### config.mk
export PLATFORM = sky130hd
export DESIGN_NAME = gf_sec_mul
export DESIGN_NICKNAME = d
export VERILOG_FILES = /design/src/rtl/gfec_pkg.sv /design/src/rtl/gf_aop_mul.sv /design/src/rtl/gf_parity_predict.sv /design/src/rtl/gf_syndrome_fix.sv /design/src/rtl/gf_sec_mul.sv
export SDC_FILE = /design/constraint.sdc
export NUM_CORES = 1
export LEC_CHECK = 0
export BUFFER_PORTS_ARGS = -buffer_cell sky130_fd_sc_hd__buf_2
export CAP_MARGIN = 20
export CORE_MARGIN = 2
export CORE_UTILIZATION = 25
export DETAILED_ROUTE_END_ITERATION = 6
export PLACE_DENSITY_LB_ADDON = 0.08
export SYNTH_ARGS = -nofsm -noshare
export SYNTH_HDL_FRONTEND = slang
export SYNTH_SLANG_ARGS = --single-unit
### constraint.sdc
create_clock -name clk -period 2 [get_ports clk]
set_input_delay 0.4 -clock clk [delete_from_list [all_inputs] [get_ports clk]]
set_output_delay 0.4 -clock clk [all_outputs]
set_load 0.02 [all_outputs]
### src/rtl/gfec_pkg.sv
package gfec_pkg;

   typedef enum logic [0:0] {
      MUL_EXTENDED = 1'b0,
      MUL_SHIFT    = 1'b1
   } mul_style_e;

   function automatic bit is_prime(input int n);
      if (n < 2) return 1'b0;
      for (int d = 2; d * d <= n; d++) begin
         if (n % d == 0) return 1'b0;
      end
      return 1'b1;
   endfunction

   // order of 2 modulo n must be n-1
   function automatic bit two_is_primitive(input int n);
      int v;
      v = 1;
      for (int e = 1; e < n; e++) begin
         v = (v * 2) % n;
         if (v == 1) return (e == n - 1);
      end
      return 1'b0;
   endfunction

   function automatic bit aop_irreducible(input int m);
      return is_prime(m + 1) && two_is_primitive(m + 1);
   endfunction

endpackage

### src/rtl/gf_aop_mul.sv
module gf_aop_mul #(
   parameter int                  M     = 4,
   parameter gfec_pkg::mul_style_e STYLE = gfec_pkg::MUL_EXTENDED
) (
   input  logic [M-1:0] a,
   input  logic [M-1:0] b,
   output logic [M-1:0] c
);

   localparam int N = M + 1;

   if (STYLE == gfec_pkg::MUL_EXTENDED) begin : g_ext
      // coefficients over the extended basis 1..x^M, using x^(M+1)=1
      logic [M:0] ext;
      always_comb begin
         ext = '0;
         for (int i = 0; i < M; i++) begin
            for (int j = 0; j < M; j++) begin
               ext[(i + j) % N] = ext[(i + j) % N] ^ (a[i] & b[j]);
            end
         end
      end
      always_comb begin
         for (int k = 0; k < M; k++) begin
            c[k] = ext[k] ^ ext[M];
         end
      end
   end else begin : g_shift
      // interleaved multiply, x^M folded to the sum of all lower powers
      always_comb begin
         logic [M-1:0] acc;
         logic [M-1:0] sh;
         logic         top;
         acc = '0;
         sh  = a;
         for (int i = 0; i < M; i++) begin
            if (b[i]) acc = acc ^ sh;
            top = sh[M-1];
            sh  = {sh[M-2:0], 1'b0} ^ {M{top}};
         end
         c = acc;
      end
   end

endmodule

### src/rtl/gf_parity_predict.sv
module gf_parity_predict #(
   parameter int           M          = 4,
   parameter int           R          = 3,
   parameter logic [M*R-1:0] CHECK_COLS = 12'b111_101_110_011
) (
   input  logic [M-1:0] a,
   input  logic [M-1:0] b,
   output logic [R-1:0] pred
);

   localparam int PW = 2 * M - 1;
   localparam int N  = M + 1;

   // row r selects the extended coefficients whose XOR equals check bit r
   function automatic logic [M:0] row_sel(input int r);
      logic [M:0] s;
      s = '0;
      for (int k = 0; k < M; k++) s[k] = CHECK_COLS[k*R + r];
      s[M] = ^s[M-1:0];
      return s;
   endfunction

   logic [PW-1:0] poly;
   logic [M:0]    folded;

   // plain polynomial product, no reduction
   always_comb begin
      poly = '0;
      for (int k = 0; k < PW; k++) begin
         for (int i = 0; i < M; i++) begin
            if (k - i >= 0 && k - i < M) poly[k] = poly[k] ^ (a[i] & b[k-i]);
         end
      end
   end

   // fold high terms with x^(M+1)=1
   always_comb begin
      for (int k = 0; k <= M; k++) begin
         folded[k] = poly[k];
         if (k + N < PW) folded[k] = folded[k] ^ poly[k + N];
      end
   end

   for (genvar r = 0; r < R; r++) begin : g_row
      localparam logic [M:0] SEL = row_sel(r);
      assign pred[r] = ^(folded & SEL);
   end

endmodule

### src/rtl/gf_syndrome_fix.sv
module gf_syndrome_fix #(
   parameter int             M          = 4,
   parameter int             R          = 3,
   parameter logic [M*R-1:0] CHECK_COLS = 12'b111_101_110_011
) (
   input  logic [M-1:0] data_in,
   input  logic [R-1:0] pred,
   output logic [M-1:0] data_out,
   output logic         bad
);

   function automatic logic [M-1:0] row_mask(input int r);
      logic [M-1:0] s;
      for (int k = 0; k < M; k++) s[k] = CHECK_COLS[k*R + r];
      return s;
   endfunction

   logic [R-1:0] seen;
   logic [R-1:0] syn;
   logic [M-1:0] flip;

   for (genvar r = 0; r < R; r++) begin : g_chk
      localparam logic [M-1:0] ROW = row_mask(r);
      assign seen[r] = ^(data_in & ROW);
   end

   assign syn = seen ^ pred;

   for (genvar j = 0; j < M; j++) begin : g_dec
      assign flip[j] = (syn == CHECK_COLS[j*R +: R]);
   end

   assign data_out = data_in ^ flip;
   assign bad      = |syn;

endmodule

### src/rtl/gf_sec_mul.sv
module gf_sec_mul #(
   parameter int                   M          = 4,
   parameter int                   R          = 3,
   parameter logic [M*R-1:0]       CHECK_COLS = 12'b111_101_110_011,
   parameter gfec_pkg::mul_style_e STYLE      = gfec_pkg::MUL_EXTENDED,
   parameter bit                   OUT_REG    = 1'b1
) (
   input  logic         clk,
   input  logic         rst_n,
   input  logic [M-1:0] op_a,
   input  logic [M-1:0] op_b,
   input  logic [M-1:0] fault_mask,
   output logic [M-1:0] prod,
   output logic         err_flag
);

   function automatic bit cols_valid();
      for (int j = 0; j < M; j++) begin
         if (CHECK_COLS[j*R +: R] == '0) return 1'b0;
         for (int k = j + 1; k < M; k++) begin
            if (CHECK_COLS[j*R +: R] == CHECK_COLS[k*R +: R]) return 1'b0;
         end
      end
      return 1'b1;
   endfunction

   if (!gfec_pkg::aop_irreducible(M)) begin : g_bad_field
      $error("gf_sec_mul: all-one polynomial of degree M is reducible");
   end
   if (M < 2 || R < 2) begin : g_bad_size
      $error("gf_sec_mul: M and R must be at least 2");
   end
   if (!cols_valid()) begin : g_bad_cols
      $error("gf_sec_mul: check columns must be nonzero and distinct");
   end

   logic [M-1:0] raw_c;
   logic [M-1:0] faulty_c;
   logic [M-1:0] corr_c;
   logic [R-1:0] pred_chk;
   logic         flag_c;

   gf_aop_mul #(.M(M), .STYLE(STYLE)) u_mul (
      .a (op_a),
      .b (op_b),
      .c (raw_c)
   );

   gf_parity_predict #(.M(M), .R(R), .CHECK_COLS(CHECK_COLS)) u_pred (
      .a    (op_a),
      .b    (op_b),
      .pred (pred_chk)
   );

   assign faulty_c = raw_c ^ fault_mask;

   gf_syndrome_fix #(.M(M), .R(R), .CHECK_COLS(CHECK_COLS)) u_fix (
      .data_in  (faulty_c),
      .pred     (pred_chk),
      .data_out (corr_c),
      .bad      (flag_c)
   );

   if (OUT_REG) begin : g_reg
      always_ff @(posedge clk) begin
         if (!rst_n) begin
            prod     <= '0;
            err_flag <= 1'b0;
         end else begin
            prod     <= corr_c;
            err_flag <= flag_c;
         end
      end
   end else begin : g_comb
      assign prod     = corr_c;
      assign err_flag = flag_c;
   end

endmodule

==> results by group <==
Setup path
  • Slowest library cell on the worst path: or3b_1
  • CP Cell Sequence: buf_2 -> or3b_1 -> a21oi_1 -> xnor2_1 -> mux2i_1
  • Data arrival, critical path: about 1.5 ns
  • CP Class: input pin to flop
  • Crit-path max cell delay: 0.37 ns
  • Data required, critical path: ~2.2 ns
  • CP max FO: 9
  • Worst Setup Start Kind: input pin
  • CP endpoint kind: flop

Clock network
  • CTS root buf: clkbuf_4
  • Worst-path clk slew: ~0.040 ns
  • Post-CTS Repair Setup Buffers: 0
  • CTS Buffer Depth: 2
  • TritonCTS buffer count: 3
  • Clock sinks: 5
  • Resize count post-CTS: 0
  • H-tree levels: 1
  • Hold_buf cts: 0
  • CTS tree: built

Synthesis
  • Ys flop type: dfxtp_1
  • Yosys Warn Count: 0
  • Ys async rst share: 0
  • Synthesized cell area: slightly below 500 um2
  • Cells after Synth: 65
  • Synth cell types: 15
  • Cell taking the most area after synthesis: dfxtp_1
  • FF+latch count, synth: 5
  • Syn Area/Cell: 7.488 um2
  • Yosys top cell area share: 0.2057
  • Syn Nets: 79
  • Seq/Total Area, Yosys: 0.2057
  • EDFF count, synth: 0
  • Synth area leaders: dfxtp_1 (21%), xnor2_1 (18%), nand2_1 (15%), xor2_1 (14%), mux2i_1 (8.2%)

Outcome
  • Status: completed

Place
  • DP Wirelength: ~790 um
  • # port buffers: 18
  • RePlAce Congestion: 0.6876
  • Cell Area, Placed: between 500 and 600 um2

GRT
  • Initial antenna violation count: 0
  • Vias in the first global route: slightly above 400
  • Total grt overflow: 0
  • First-pass GRT wire length: roughly 1600 um
  • GRT Total Usage: 0.1029
  • Largest net degree at the start of global routing: 10

Floorplan
  • Total die area: between 2000 and 2500 um2
  • Core area: ~1800 um2
  • IO Count: 19
  • Rows: 15
  • Die W: 48.13 um
  • Die Span Y: around 48 um
  • Initial Util: 0.2730

Power
  • Leakage power: approximately 0.28 nW
  • Worst vdd ir: roughly 0.00021 V
  • P per Cell Area: roughly 660 nW/um2

Drt
  • Final wirelength: approximately 910 um
  • DRT antenna net count: 0
  • # DRC: 0
  • DRT iter0 DRCs: 8
  • Routed len/inst: 8.321 um
  • Pre-Repair DR Iteration Count: 3
  • Via count: 452
  • DR vias/cell: between 4 and 5

Final layout
  • Nets: 99
  • Design Area, Final: a little over 600 um2
  • Area delta synth->final: 24.94%
  • Inserted Diodes: 0
  • Layout cells sized above 1: 0.2500

Timing
  • Fmax: around 770 MHz
  • Post-layout min period: about 1.3 ns
  • Slew Viols, Final: 0
  • Final Hold Viols: 0
  • Rel. slew slack: 0.8511
  • RSZ-0062 raised after global routing: no
  • Setup tns final: 0 ns
  • Final worst path period share: 0.6501
  • Number of setup violations in the final report: 0
  • Worst slew pin tran: roughly 0.22 ns

Job
  • MaxCap Viol Count: 0

Min path
  • Worst Hold Class: input pin to flop
## through the flow
| step | cells | hold WS (ns) | util | worst slack (ns) | total power [mW] |
|---|---|---|---|---|---|
| floorplan | 65 | 0.5207 | - | 0.5661 | 0.2508 |
| global route | 109 | 0.4330 | 0.3411 | 0.6097 | 0.4357 |
| finish | 109 | 0.4139 | 0.3411 | 0.6998 | 0.4004 |
| detailed placement | 105 | 0.6561 | 0.3263 | 0.4586 | 0.2940 |
| CTS | 109 | 0.4089 | 0.3411 | 0.6959 | 0.4092 |
| global placement | 105 | 0.6490 | 0.3263 | 0.4580 | 0.2949 |
## report_power, final
group	internal [mW]	switching [mW]	total (mW)	leakage [nW]
clock	0.0750	0.0350	0.110	0.0150
sequential	0.118	0.00297	0.121	0.0418
combinational	0.0770	0.0922	0.169	0.219
total	0.270	0.130	0.400	0.276
## metal layers
metal,GRT usage,part of all wire
met2,0.1760,0.49
met5,0,0
met3,0.01481,0.072
met4,0.04865,0
met1,0.1261,0.44
## layout make-up
class                   count  area [um2]
clock buffers               4       26.28
fillers                   207        1175
inverters                   1       3.754
multi-input cells          56       356.6
flip-flops and latches      5       100.1
well taps                  25       31.28
repair buffers             18       90.09
## cells in the mapped netlist (2+ instances only)
| cell type | instances |
|---|---|
| buf_4 | 2 |
| xnor2_1 | 10 |
| xor2_1 | 8 |
| nand3b_1 | 3 |
| nor2_1 | 4 |
| nand2_1 | 19 |
| mux2i_1 | 4 |
| or3b_1 | 2 |
| dfxtp_1 | 5 |
| a21oi_1 | 3 |
## path summary, 6_finish.rpt
check                    startpoint                   to  cells past startpoint
worst max-delay path  fault_mask[1]   prod[0]$_SDFF_PN0_                      5
worst min-delay path          rst_n  err_flag$_SDFF_PN0_                      3
## kinds of logic after synthesis
logic type             synth area share
AND/OR/NAND/NOR                  0.2956
AO/OA/AOI/OAI                   0.03084
XOR/XNOR                         0.3239
flip-flops                       0.2057
buffers and inverters           0.06168
multiplexers                    0.08227
## flip-flops by register name, indices dropped and copies added, names as in the netlist
| register | count |
|---|---|
| prod | 4 |
| err_flag | 1 |
## cells in the final DEF (no fill, tap or decap)
master     n
nand2_1   19
buf_2     18
xnor2_1   10
xor2_1     8
dfxtp_1    5
mux2i_1    4
nor2_1     4
nand3b_1   3
a21oi_1    3
clkbuf_4   3
or3b_1     2
inv_1      1
or2_1      1
and3_1     1
nor3_1     1
clkbuf_1   1
## critical path: cells and delay by family
kind | cells | cell delay (ns)
compound gates | 1 | 0.18
xor+xnor | 1 | 0.15
buf+inv | 1 | 0.14
mux | 1 | 0.21
simple gates | 1 | 0.37
No activity file was read; power rests on OpenSTA's default activity.
